## src/rtl/trng_pkg.sv

```systemverilog
package trng_pkg;
  // Register byte offsets (software-visible map)
  parameter logic [11:0] OFS_READY = 12'h800;
  parameter logic [11:0] OFS_CTRL  = 12'h804;
  parameter logic [11:0] OFS_SRST  = 12'h808;
  parameter logic [11:0] OFS_IEN   = 12'h818;
  parameter logic [11:0] OFS_STAT  = 12'h824;
  parameter logic [11:0] OFS_DATA  = 12'h828;

  // Bit positions
  parameter int B_EN      = 31;
  parameter int B_RAW     = 16;
  parameter int B_MASK    = 16;
  parameter int B_RC_FAIL = 16;
  parameter int B_AP_FAIL = 17;
  parameter int B_DONE    = 18;
  parameter int B_VALID   = 7;
endpackage

```

## src/rtl/trng_startup_check.sv

```systemverilog
module trng_startup_check #(
  parameter int RC_LIMIT  = 32,
  parameter int AP_WINDOW = 1024,
  parameter int AP_LIMIT  = 800
) (
  input  logic clk,
  input  logic rst,
  input  logic clr,
  input  logic active,
  input  logic smp_stb,
  input  logic smp_bit,
  output logic done,
  output logic rc_fail,
  output logic ap_fail,
  output logic done_pulse
);
  localparam int SW = $clog2(AP_WINDOW + 1);
  localparam int RW = $clog2(RC_LIMIT + 1);

  logic [SW-1:0] cnt_q, ones_q, ones_nxt;
  logic [RW-1:0] run_q, run_nxt;
  logic          last_q, same, take;

  assign take     = active && !done && smp_stb;
  assign same     = (cnt_q != '0) && (smp_bit == last_q);
  assign ones_nxt = ones_q + SW'(smp_bit);
  assign run_nxt  = !same ? RW'(1) :
                    (run_q == RW'(RC_LIMIT)) ? run_q : run_q + RW'(1);

  always_ff @(posedge clk) begin
    done_pulse <= 1'b0;
    if (rst || clr) begin
      cnt_q   <= '0;
      ones_q  <= '0;
      run_q   <= '0;
      last_q  <= 1'b0;
      done    <= 1'b0;
      rc_fail <= 1'b0;
      ap_fail <= 1'b0;
    end else if (take) begin
      cnt_q  <= cnt_q + SW'(1);
      ones_q <= ones_nxt;
      run_q  <= run_nxt;
      last_q <= smp_bit;
      if (run_nxt >= RW'(RC_LIMIT)) rc_fail <= 1'b1;
      if (cnt_q == SW'(AP_WINDOW - 1)) begin
        done       <= 1'b1;
        done_pulse <= 1'b1;
        if (ones_nxt > SW'(AP_LIMIT) || (SW'(AP_WINDOW) - ones_nxt) > SW'(AP_LIMIT))
          ap_fail <= 1'b1;
      end
    end
  end
endmodule

```

## src/rtl/trng_word_acc.sv

```systemverilog
module trng_word_acc #(
  parameter int WORD_W = 32,
  parameter int CNT_W  = 8,
  parameter int CNT_MAX = 128
) (
  input  logic              clk,
  input  logic              rst,
  input  logic              clr,
  input  logic              collect,
  input  logic              smp_stb,
  input  logic              smp_bit,
  input  logic              rd_take,
  output logic [WORD_W-1:0] word,
  output logic              valid,
  output logic [CNT_W-1:0]  xfer_cnt
);
  localparam int BW = $clog2(WORD_W);

  logic [WORD_W-2:0] shift_q;
  logic [BW-1:0]     bits_q;
  logic              complete;

  assign complete = collect && smp_stb && (bits_q == BW'(WORD_W - 1));

  always_ff @(posedge clk) begin
    if (rst || clr) begin
      shift_q  <= '0;
      bits_q   <= '0;
      word     <= '0;
      valid    <= 1'b0;
      xfer_cnt <= '0;
    end else begin
      if (!collect) begin
        bits_q <= '0;
      end else if (smp_stb) begin
        shift_q <= {shift_q[WORD_W-3:0], smp_bit};
        bits_q  <= complete ? '0 : bits_q + BW'(1);
      end
      if (complete) begin
        word  <= {shift_q, smp_bit};
        valid <= 1'b1;
        if (xfer_cnt != CNT_W'(CNT_MAX)) xfer_cnt <= xfer_cnt + CNT_W'(1);
      end else if (rd_take) begin
        valid <= 1'b0;
      end
    end
  end
endmodule

```

## src/rtl/trng_ctrl.sv

```systemverilog
module trng_ctrl
  import trng_pkg::*;
#(
  parameter int RC_LIMIT  = 32,
  parameter int AP_WINDOW = 1024,
  parameter int AP_LIMIT  = 800,
  parameter int CNT_MAX   = 128
) (
  input  logic        clk,
  input  logic        rst,
  input  logic        bus_wr,
  input  logic        bus_rd,
  input  logic [11:0] bus_addr,
  input  logic [31:0] bus_wdata,
  output logic [31:0] bus_rdata,
  input  logic        noise_stb,
  input  logic        noise_bit,
  output logic        irq
);
  localparam int CNT_W = 8;

  logic       en_q, raw_q, srst_q, mask_q, pend_q;
  logic [2:0] ien_q;
  logic       active, passed, collect, rd_take;
  logic       done, rc_fail, ap_fail, done_pulse;
  logic [31:0] word;
  logic        valid;
  logic [CNT_W-1:0] xfer_cnt;
  logic        unused_wbits;

  assign unused_wbits = ^{bus_wdata[30:17], bus_wdata[15:3]};
  assign active  = en_q && !srst_q;
  assign passed  = done && !rc_fail && !ap_fail;
  assign collect = passed && active && raw_q;
  assign rd_take = bus_rd && (bus_addr == OFS_DATA);

  always_ff @(posedge clk) begin
    if (rst) begin
      en_q   <= 1'b0;
      raw_q  <= 1'b0;
      srst_q <= 1'b1;
      ien_q  <= '0;
      mask_q <= 1'b1;
    end else if (bus_wr) begin
      case (bus_addr)
        OFS_CTRL: begin
          en_q  <= bus_wdata[B_EN];
          raw_q <= bus_wdata[B_RAW];
        end
        OFS_SRST: srst_q <= bus_wdata[0];
        OFS_IEN: begin
          ien_q  <= bus_wdata[2:0];
          mask_q <= bus_wdata[B_MASK];
        end
        default: ;
      endcase
    end
  end

  always_ff @(posedge clk) begin
    if (rst || srst_q) pend_q <= 1'b0;
    else if (done_pulse) pend_q <= 1'b1;
    irq <= !rst && pend_q && ien_q[0] && !mask_q;
  end

  always_ff @(posedge clk) begin
    if (rst) begin
      bus_rdata <= '0;
    end else if (bus_rd) begin
      bus_rdata <= '0;
      case (bus_addr)
        OFS_READY: bus_rdata <= {16'b0, xfer_cnt, 7'b0, passed};
        OFS_CTRL: begin
          bus_rdata[B_EN]  <= en_q;
          bus_rdata[B_RAW] <= raw_q;
        end
        OFS_SRST: bus_rdata[0] <= srst_q;
        OFS_IEN: begin
          bus_rdata[2:0]    <= ien_q;
          bus_rdata[B_MASK] <= mask_q;
        end
        OFS_STAT: begin
          bus_rdata[B_RC_FAIL] <= rc_fail;
          bus_rdata[B_AP_FAIL] <= ap_fail;
          bus_rdata[B_DONE]    <= done;
          bus_rdata[B_VALID]   <= valid;
        end
        OFS_DATA: bus_rdata <= word;
        default: ;
      endcase
    end
  end

  trng_startup_check #(
    .RC_LIMIT(RC_LIMIT), .AP_WINDOW(AP_WINDOW), .AP_LIMIT(AP_LIMIT)
  ) u_check (
    .clk(clk), .rst(rst), .clr(srst_q), .active(active),
    .smp_stb(noise_stb), .smp_bit(noise_bit),
    .done(done), .rc_fail(rc_fail), .ap_fail(ap_fail), .done_pulse(done_pulse)
  );

  trng_word_acc #(
    .WORD_W(32), .CNT_W(CNT_W), .CNT_MAX(CNT_MAX)
  ) u_acc (
    .clk(clk), .rst(rst), .clr(srst_q), .collect(collect),
    .smp_stb(noise_stb), .smp_bit(noise_bit), .rd_take(rd_take),
    .word(word), .valid(valid), .xfer_cnt(xfer_cnt)
  );
endmodule

```

## config.mk

```make
export PLATFORM = sky130hd
export DESIGN_NAME = trng_ctrl
export DESIGN_NICKNAME = d
export VERILOG_FILES = /design/src/rtl/trng_pkg.sv /design/src/rtl/trng_startup_check.sv /design/src/rtl/trng_word_acc.sv /design/src/rtl/trng_ctrl.sv
export SDC_FILE = /design/constraint.sdc
export NUM_CORES = 1
export LEC_CHECK = 0
export ABC_AREA = 1
export BUFFER_PORTS_ARGS = -buffer_cell sky130_fd_sc_hd__buf_2
export CORE_MARGIN = 10
export CORE_UTILIZATION = 40
export CTS_BUF_LIST = sky130_fd_sc_hd__clkbuf_8
export DETAILED_ROUTE_END_ITERATION = 8
export SLEW_MARGIN = 20
export SYNTH_ARGS = -nofsm -noshare
export SYNTH_HDL_FRONTEND = slang
export SYNTH_SLANG_ARGS = --single-unit
export TNS_END_PERCENT = 100
```

## constraint.sdc

```tcl
create_clock -name clk -period 3 [get_ports clk]
set_input_delay 0 -clock clk [delete_from_list [all_inputs] [get_ports clk]]
set_output_delay 0 -clock clk [all_outputs]
set_load 0.02 [all_outputs]
```

==> impl_metrics.yaml, run 1 <==
setup_path:
  worstSetupStartpointType: "primary input"
  worstSetupEndpoint: "bus_rdata[7]"
  ff2ff_setup_slack_ps: 880
  rr_endpoint: "u_acc.word[31]"
  cp.required_ps: 3370
  timing.rr.start: "u_acc.bits_q[0]"
  critPathKind: "in -> reg"
  crit_arrival_ps: 2510
  cp-startpoint: "bus_addr[3]"
  cp_max_fo: 4
  r2r_cells: 8
  end_kind: "flop"
sta:
  fmax_mhz: 468.1
  tns_ps: 0
  skew_ps: 10.03
  finalSetupViolCount: 0
  period_share_pct: 71.21
  rsz0062_at_grt: "false"
  hold_viol: 0
  slew_violations: 0
  slew_headroom_pct: 49.63
  tightestPinTransition_ps: 755.5
  period_minus_slack_ps: 2136
  setup_ws_ps: 863.8
synth:
  synth_top_area_share_pct: 47.99
  yosysSeqAreaShare_pct: 47.99
  ys.flop_type: "dfxtp_1"
  ys_warn_count: 0
  postSynth.asyncResetShare_pct: 0
  synth_area_leader_cell: "dfxtp_1"
  synth-seq-cells: 151
  syn-mean-instance-area_um2: 7.607
  synth_area_um2: 6299
  synth_area_leaders: "dfxtp_1 48%, nand2_1 9.9%, a21oi_1 6.4%"
  ys_types: 35
  synth_fp_nets: 888
  syn_inst: 828
  synth_edf_count: 0
placed_design:
  gp_congestion: 0.8502
  io_buffers: 55
  hpwl_mm: 10.01
  pre_cts_ws_ps: 882.7
min_path:
  hp-class: "in -> reg"
final_layout:
  insertedDiodeCount: 0
  final_nets: 951
  syn2layout_area_growth_pct: 15.69
  drive_gt1_share_pct: 12.51
  fillCellCount: 1565
global_routing:
  antenna_found_initial: 0
  grt_pass1_wl_mm: 25.34
  grt_pass1_vias: 5036
  grt_max_degree: 36
  gr-total-overflow: 0
  grt_usage_pct: 14.19
floorplanning:
  die_y_um: 145.5
  row_count: 45
  die_area_um2: 21170
  start_util_pct: 41.13
  io_pins: 83
  core-area_um2: 15310
  dieWidth_um: 145.5
flow_run:
  cap_viol_max_count: 0
routing:
  drc: 0
  drtAntennaViolNets: 0
  drt_iter0_markers: 302
  dr.pass1.iters: 5
  dr_total_vias: 5470
  wl_mm: 15.12
  wire_per_inst_um: 13.57
  via_per_inst: 4.910
power_and_ir_drop:
  leakage_nw: 2.741
  ir_drop_uv: 271.7
  p_per_area_nw_per_um2: 488.0
clock_network:
  cts_made_buffers: 17
  clk_pin_slew_ps: 80
  cts_tree: "yes"
  htreeDepth: 4
  cts_sinks: 151
  clk_path_buf_depth: 2
  clk_latency_ps: 450
  cts-root-buf: "clkbuf_8"
  cts-resized-gates: 0
status:
  status: "completed"
what timing repair did:
| action | CTS | global route |
|---|---|---|
| hold endpoints to repair | 20 | 0 |
| hold buffers | 18 | 0 |
| buffers inserted | 0 | 0 |
placed cells by master, fill, tap and decap left out, types with 11 or more instances in the layout:
cell type        n
dfxtp_1        151
a21oi_1         81
nand3_1         39
nand4_1         25
buf_4           11
buf_2           55
a211oi_1        13
nand2_1        166
nor2_1          83
dlygate4sd3_1   18
a31oi_1         20
inv_1           76
clkbuf_8        18
o21ai_0         75
cell type report:
class                   instances  area (um^2)  share of cell area [%]
flip-flops and latches        151         3023                   41.48
clock buffers                  18        247.7                   3.400
repair buffers                 84        538.0                   7.383
inverters                      79        296.5                   4.069
well taps                     211        264.0                   3.623
multi-input cells             558         2796                   38.38
clock inverters                13        121.4                   1.666
cells in the mapped netlist (2+ instances only):
| library cell | instances |
|---|---|
| nor2_1 | 84 |
| buf_4 | 8 |
| ha_1 | 10 |
| nor2_2 | 2 |
| nand2_4 | 2 |
| xnor2_1 | 2 |
| inv_2 | 4 |
| nor3_1 | 10 |
| a211oi_1 | 13 |
| nand2_1 | 166 |
| nand3_1 | 39 |
| buf_1 | 2 |
| xor2_1 | 9 |
| nor3_2 | 2 |
| nor3_4 | 2 |
| inv_1 | 75 |
| o21ai_0 | 75 |
| nand4_1 | 25 |
| nor3b_1 | 2 |
| a21oi_1 | 81 |
| buf_2 | 8 |
| dfxtp_1 | 151 |
| nand3b_1 | 3 |
| o211ai_1 | 2 |
| a31oi_1 | 20 |
| clkbuf_1 | 22 |
how the worst min path moves through the flow:
stage	start	endpoint	depth (start not counted)
global route	bus_addr[6]	bus_rdata[18]	5
CTS	bus_addr[6]	bus_rdata[18]	5
global placement	bus_wdata[16]	mask_q	3
finish	bus_addr[2]	raw_q	5
detailed placement	bus_wdata[16]	mask_q	3
floorplan	bus_wdata[16]	mask_q	2
stage by stage:
step | std cells | cell area [um^2] | hold WS, ps | utilization [%] | power, mW
final | 1114 | 7287 | 30.41 | 47.58 | 3.556
after global placement | 1065 | 6738 | 228.9 | 44.00 | 2.115
after global routing | 1114 | 7287 | 42.30 | 47.58 | 3.698
after detailed placement | 1065 | 6738 | 224.2 | 44.00 | 2.115
after floorplan | 828 | 6299 | 113.2 | - | 2.085
after CTS | 1114 | 7287 | 1.802 | 47.58 | 3.592
routing by layer:
| metal | global-route usage, % | routed length, um | up-vias |
|---|---|---|---|
| met2 | 20.86 | 6441 | 97 |
| met5 | 0 | 0 | - |
| li1 | - | - | 2887 |
| met4 | 5.207 | 157 | 0 |
| met3 | 3.663 | 604 | 14 |
| met1 | 19.51 | 7919 | 2472 |
where the power goes:
| part | internal (mW) | switching [mW] | total [mW] |
|---|---|---|---|
| Combinational | 0.0310 | 0.0466 | 0.0776 |
| Sequential | 2.00 | 0.000720 | 2.00 |
| Clock | 0.679 | 0.795 | 1.47 |
flip-flops by register name (all words and copies together), names as in the netlist, 3 cells and up:
name,cells
u_acc.xfer_cnt,8
u_check.cnt_q,11
u_check.ones_q,11
u_acc.bits_q,5
ien_q,3
bus_rdata,32
u_check.run_q,6
u_acc.word,32
u_acc.shift_q,31
logic make-up (layout without fill, tap and decap cells):
family,after synthesis,count (layout),synth area share [%]
compound gates,194,194,16.47
simple gates,343,343,24.29
fa+ha+maj,10,10,1.986
buf+inv,119,194,7.728
xor+xnor,11,11,1.530
flops,151,151,47.99
critical path: stages:
cell and delay, ps:
dlygate4sd3_1 530, buf_2 140, nor3_2 320, dlygate4sd3_1 710, nand4_1 100, dlygate4sd3_1 590
a31oi_1 120
Note: power is estimated with default switching activity, not from simulation.
==> run 2, diff against run 1 <==
--- a/config.mk
+++ b/config.mk
@@ -5,7 +5,7 @@
 export SDC_FILE = /design/constraint.sdc
 export NUM_CORES = 1
 export LEC_CHECK = 0
-export ABC_AREA = 1
+export ABC_AREA = 0
 export BUFFER_PORTS_ARGS = -buffer_cell sky130_fd_sc_hd__buf_2
 export CORE_MARGIN = 10
 export CORE_UTILIZATION = 40
==> constraint.sdc (replaced) <==
create_clock -name clk -period 1.8 [get_ports clk]
set_input_delay 0 -clock clk [delete_from_list [all_inputs] [get_ports clk]]
set_output_delay 0 -clock clk [all_outputs]
set_load 0.02 [all_outputs]
==> impl_metrics.yaml, run 2 <==
status:
  status: "finished with violations"
  violations: "setup timing"
setup_path:
  critPathKind: "reg -> reg"
  timing.rr.start: "u_check.ones_q[0]"
  ff2ff_setup_slack_ps: -6
  r2r_cells: 6
  cp_max_fo: 6
  crit_arrival_ps: 2150
  end_kind: "flop"
  worstSetupStartpointType: "flop"
  rr_endpoint: "u_check.ap_fail"
  cp.required_ps: 2140
min_path:
  min_path_cells: 3
  min_from: "bus_addr[5]"
  hp-class: "in -> reg"
  hold_path_end: "bus_rdata[16]"
synth:
  syn-mean-instance-area_um2: 8.309
  syn_inst: 776
  ys_types: 63
  ys.flop_type: "dfxtp_1"
  synth_edf_count: 0
  yosysMostFrequentCell: "nand2_1"
  synth_area_um2: 6447
  ys_warn_count: 0
  synth_fp_nets: 836
  synth_area_leaders: "dfxtp_1 47%, nand2_1 9.7%, a21oi_1 8.1%"
  synth_top_area_share_pct: 46.89
  synthTopCellsByCount: "166 x nand2_1, 151 x dfxtp_1, 104 x a21oi_1"
  synth-seq-cells: 151
  postSynth.asyncResetShare_pct: 0
  yosysSeqAreaShare_pct: 46.89
  synth_area_leader_cell: "dfxtp_1"
global_routing:
  grt_pass1_wl_mm: 25.82
  grt_max_degree: 58
  gr-total-overflow: 0
  antenna_found_initial: 0
  grt_usage_pct: 14.23
  grt_pass1_vias: 5159
final_layout:
  final_util_pct: 49.80
  final_nets: 923
  top_regs: "bus_rdata: 32 flops, u_acc.word: 32 flops, u_acc.shift_q: 31 flops"
  seqCellArea_um2: 3029
  drive_gt1_share_pct: 20.78
  insertedDiodeCount: 0
  syn2layout_area_growth_pct: 22.26
  layout_common_cells: "164 x nand2_1, 146 x dfxtp_1, 103 x a21oi_1"
  multi_input_area_um2: 3274
  layout_commonest_cell: "nand2_1"
  fillCellCount: 1556
sta:
  rsz0062_at_grt: "true"
  period_minus_slack_ps: 1806
  hold_viol: 0
  fmax_mhz: 553.6
  slew_violations: 0
  period_share_pct: 100.4
  finalSetupViolCount: 1
  slew_headroom_pct: 73.00
  setup_ws_ps: -6.459
  skew_ps: 12.34
  tightestPinTransition_ps: 403.5
  tns_ps: -6.459
routing:
  drt_iter0_markers: 324
  via_per_inst: 4.955
  dr.pass1.iters: 4
  drc: 0
  wl_mm: 15.21
  dr_total_vias: 5411
  drtAntennaViolNets: 0
  wire_per_inst_um: 13.93
clock_network:
  cts_sinks: 151
  cts_tree: "yes"
  cts_made_buffers: 17
  htreeDepth: 4
  clk_pin_slew_ps: 80
  cts-root-buf: "clkbuf_8"
  clk_path_buf_depth: 2
  clk_latency_ps: 460
floorplanning:
  die_area_um2: 21600
  dieWidth_um: 147.0
  row_count: 46
  die_y_um: 147.0
  core-area_um2: 15830
  io_pins: 83
  start_util_pct: 40.74
power_and_ir_drop:
  p_per_area_nw_per_um2: 759.3
  p_int_mw: 4.576
  p_sw_mw: 1.409
  ir_drop_uv: 449.6
  p_seq_share_pct: 55.8
  combPwrFrac_pct: 2.3
  switching_share_pct: 23.54
  leakage_nw: 2.832
  clockPowerShare_pct: 41.9
placed_design:
  hpwl_mm: 10.41
  io_buffers: 55
  gp_congestion: 0.8527
flow_run:
  cap_viol_max_count: 0
## run 2: cell types whose count changed after synthesis, moves of 15 or more
cell,previous run,this run
inv_1,75,11
nor2b_1,0,30
nand3_1,39,17
clkbuf_1,22,38
a21oi_1,81,104
a31oi_1,20,5
o21ai_0,75,1
## run 2: per-stage QoR
| stage | power (mW) | area, um^2 | instances | setup WS, ps | hold slack, ps |
|---|---|---|---|---|---|
| 3_5_place_dp | 3.537 | 7252 | 1044 | -22.68 | 248.5 |
| 6_report | 5.985 | 7883 | 1092 | -6.459 | 45.46 |
| 4_1_cts | 6.066 | 7776 | 1090 | 0.01510 | 5.135 |
| 5_1_grt | 6.222 | 7883 | 1092 | -121.0 | 53.83 |
| 3_3_place_gp | 3.536 | 7252 | 1044 | 30.95 | 256.6 |
| 2_1_floorplan | 3.478 | 6485 | 776 | -38.66 | 129.3 |
## run 2: layout make-up
| cell class | instances | share of cell area (%) |
|---|---|---|
| Clock inverter | 13 | 1.540 |
| Timing Repair Buffer | 119 | 11.22 |
| Multi-Input combinational cell | 563 | 41.54 |
| Clock buffer | 19 | 3.317 |
| Inverter | 11 | 0.5238 |
| Sequential cell | 151 | 38.43 |
| Tap cell | 216 | 3.429 |
## run 2: layer usage
metal  vias to the layer above  track usage (%)  wire (um)
met3                        11            4.177        785
li1                       2814                -          -
met2                        94            21.11       6507
met4                         0            4.014        156
met5                         -                0          0
met1                      2492            19.59       7759
## run 2: worst max path at each step
stage                           end  depth (start not counted)         startpoint  slack [ps]
floorplan           u_check.ap_fail                          7  u_check.ones_q[0]         -40
global placement    u_check.ap_fail                          6  u_check.ones_q[0]          30
detailed placement  u_check.ap_fail                          5  u_check.ones_q[1]         -20
CTS                 u_check.ap_fail                          6  u_check.ones_q[0]        0.02
global route        u_check.ap_fail                          6  u_check.ones_q[0]        -120
finish              u_check.ap_fail                          6  u_check.ones_q[0]          -6
## run 2: timing repair
action                     4_1_cts  5_1_grt
gates resized for setup          1       26
hold endpoints to repair        17        0
buffers inserted                 0        2
hold buffers                    14        0
setup endpoints to repair        1       46
pin swaps                        2        3
## run 2: power groups by stage
stage	combinational, mW	sequential (mW)	clock (mW)
global route	0.148	3.34	2.73
global placement	0.118	3.42	0
detailed placement	0.118	3.42	0
CTS	0.136	3.34	2.59
finish	0.136	3.34	2.51
floorplan	0.0568	3.42	0
## run 2: critical path: stages, from the launching register on
cell     delay [ps]
dfxtp_2         350
ha_4            170
ha_4            170
nand4_1         100
or3_1           320
a211o_1         260
a221o_1         320
## run 2: logic make-up after synthesis
group                    after synthesis  share of synthesized area, %
AND/OR/NAND/NOR                      371                         27.96
flip-flops                           151                         46.89
AO/OA/AOI/OAI                        147                         14.30
buffers and inverters                 62                         3.998
XOR/XNOR                              28                         3.804
adder cells (fa/ha/maj)               10                         1.941
multiplexers                           7                         1.106
==> run 3, diff against run 2 <==
--- a/config.mk
+++ b/config.mk
@@ -5,7 +5,7 @@
 export SDC_FILE = /design/constraint.sdc
 export NUM_CORES = 1
 export LEC_CHECK = 0
-export ABC_AREA = 0
+export ABC_AREA = 1
 export BUFFER_PORTS_ARGS = -buffer_cell sky130_fd_sc_hd__buf_2
 export CORE_MARGIN = 10
 export CORE_UTILIZATION = 40
==> impl_metrics.yaml, run 3 (synthesized netlist as in run 1, its figures left out) <==
setup_path:
  worstSetupStartpointType: "primary input"
  cp_max_fo: 4
  cp.required_ps: 2130
  end_kind: "flop"
  critPathKind: "in -> reg"
  crit_arrival_ps: 2070
final_layout:
  syn2layout_area_growth_pct: 20.34
  layout_common_cells: "165 x nand2_1, 151 x dfxtp_1, 81 x a21oi_1"
  insertedDiodeCount: 0
  layout_commonest_cell: "nand2_1"
  drive_gt1_share_pct: 15.91
  top_regs: "bus_rdata: 32 flops, u_acc.word: 32 flops, u_acc.shift_q: 31 flops"
  final_nets: 971
sta:
  period_minus_slack_ps: 1739
  skew_ps: 16.66
  fmax_mhz: 575.2
  rsz0062_at_grt: "true"
  slew_violations: 0
  finalSetupViolCount: 0
  slew_headroom_pct: 69.64
  period_share_pct: 96.59
  fin_hold_ws_ps: 24.31
  tns_ps: 0
  setup_ws_ps: 61.37
  hold_viol: 0
  tightestPinTransition_ps: 454.8
power_and_ir_drop:
  ir_drop_uv: 456.6
  leakage_nw: 2.880
  p_per_area_nw_per_um2: 812.5
clock_network:
  clk_latency_ps: 460
  htreeDepth: 4
  cts_sinks: 151
  cts-root-buf: "clkbuf_8"
  cts_tree: "yes"
  clk_path_buf_depth: 2
  clk_pin_slew_ps: 80
  cts_made_buffers: 17
floorplanning:
  die_area_um2: 21170
  start_util_pct: 41.13
  row_count: 45
  core-area_um2: 15310
  io_pins: 83
  die_y_um: 145.5
  dieWidth_um: 145.5
global_routing:
  grt_max_degree: 60
  gr-total-overflow: 0
  grt_pass1_wl_mm: 25.49
  grt_usage_pct: 14.30
  grt_pass1_vias: 5057
  antenna_found_initial: 0
routing:
  wire_per_inst_um: 13.46
  wl_mm: 15.28
  drt_iter0_markers: 287
  dr_total_vias: 5635
  drtAntennaViolNets: 0
  via_per_inst: 4.965
  dr.pass1.iters: 5
  drc: 0
placed_design:
  pre_cts_ws_ps: 84.13
  io_buffers: 55
  gp_congestion: 0.8494
  hpwl_mm: 10.43
status:
  status: "completed"
min_path:
  hp-class: "in -> reg"
flow_run:
  cap_viol_max_count: 0
## run 3: changes by cell type in the layout (fill, tap and decap cells not counted), moves of 12 or more
cell,previous run,this run
o21ai_0,0,72
a31oi_1,5,20
a21oi_1,103,81
nor2b_1,30,0
nand4_1,13,25
buf_4,39,24
nand3_1,17,37
inv_1,10,71
a211oi_1,1,13
## run 3: worst paths after layout
| path | start | to | slack (ps) | depth (start not counted) |
|---|---|---|---|---|
| hold reg to reg | ien_q[0] | irq | 440 | 2 |
| hold / removal | bus_addr[0] | raw_q | 20 | 6 |
| setup reg to reg | u_check.ones_q[0] | u_check.ap_fail | 130 | 12 |
| setup / recovery | bus_addr[1] | srst_q | 60 | 10 |
## run 3: final cells by class
type	count	area (um^2)
Inverter	79	299.0
Sequential cell	151	3023
Clock inverter	14	163.9
Timing Repair Buffer	104	749.5
Multi-Input combinational cell	558	2833
Tap cell	211	264.0
Clock buffer	18	247.7
Fill cell	1496	7735
## run 3: critical path, cell delays in order
cell,delay (ps)
dlygate4sd3_1,540
buf_2,130
nor2_2,140
nand3_1,100
nor2_2,140
buf_4,160
nand3_1,90
o21ai_1,150
dlygate4sd3_1,580
nand2_1,50
## run 3: through the flow
step | power (mW) | std cells | util, % | cell area (um^2)
3_5_place_dp | 3.531 | 1083 | 45.20 | 6923
3_3_place_gp | 3.532 | 1083 | 45.20 | 6923
5_1_grt | 6.395 | 1135 | 49.49 | 7580
2_1_floorplan | 3.475 | 828 | - | 6299
4_1_cts | 6.227 | 1133 | 49.07 | 7515
6_report | 6.159 | 1135 | 49.49 | 7580
## run 3: power breakdown
part           switching, mW  internal [mW]
sequential           0.00111           3.34
combinational         0.0843         0.0614
clock                   1.37           1.31
## run 3: layer usage
layer	part of all wire [%]	GRT usage, %	wire (um)
met1	52	19.81	7985
met2	42	20.98	6477
met3	3.8	3.136	580
met4	1.5	5.763	236
met5	0	0	0
## run 3: timing repair
item | CTS | global route
endpoints found under the hold margin | 18 | 0
buffers inserted | 0 | 2
resized for setup | 0 | 21
setup endpoints to repair | 0 | 51
hold buffers | 18 | 0
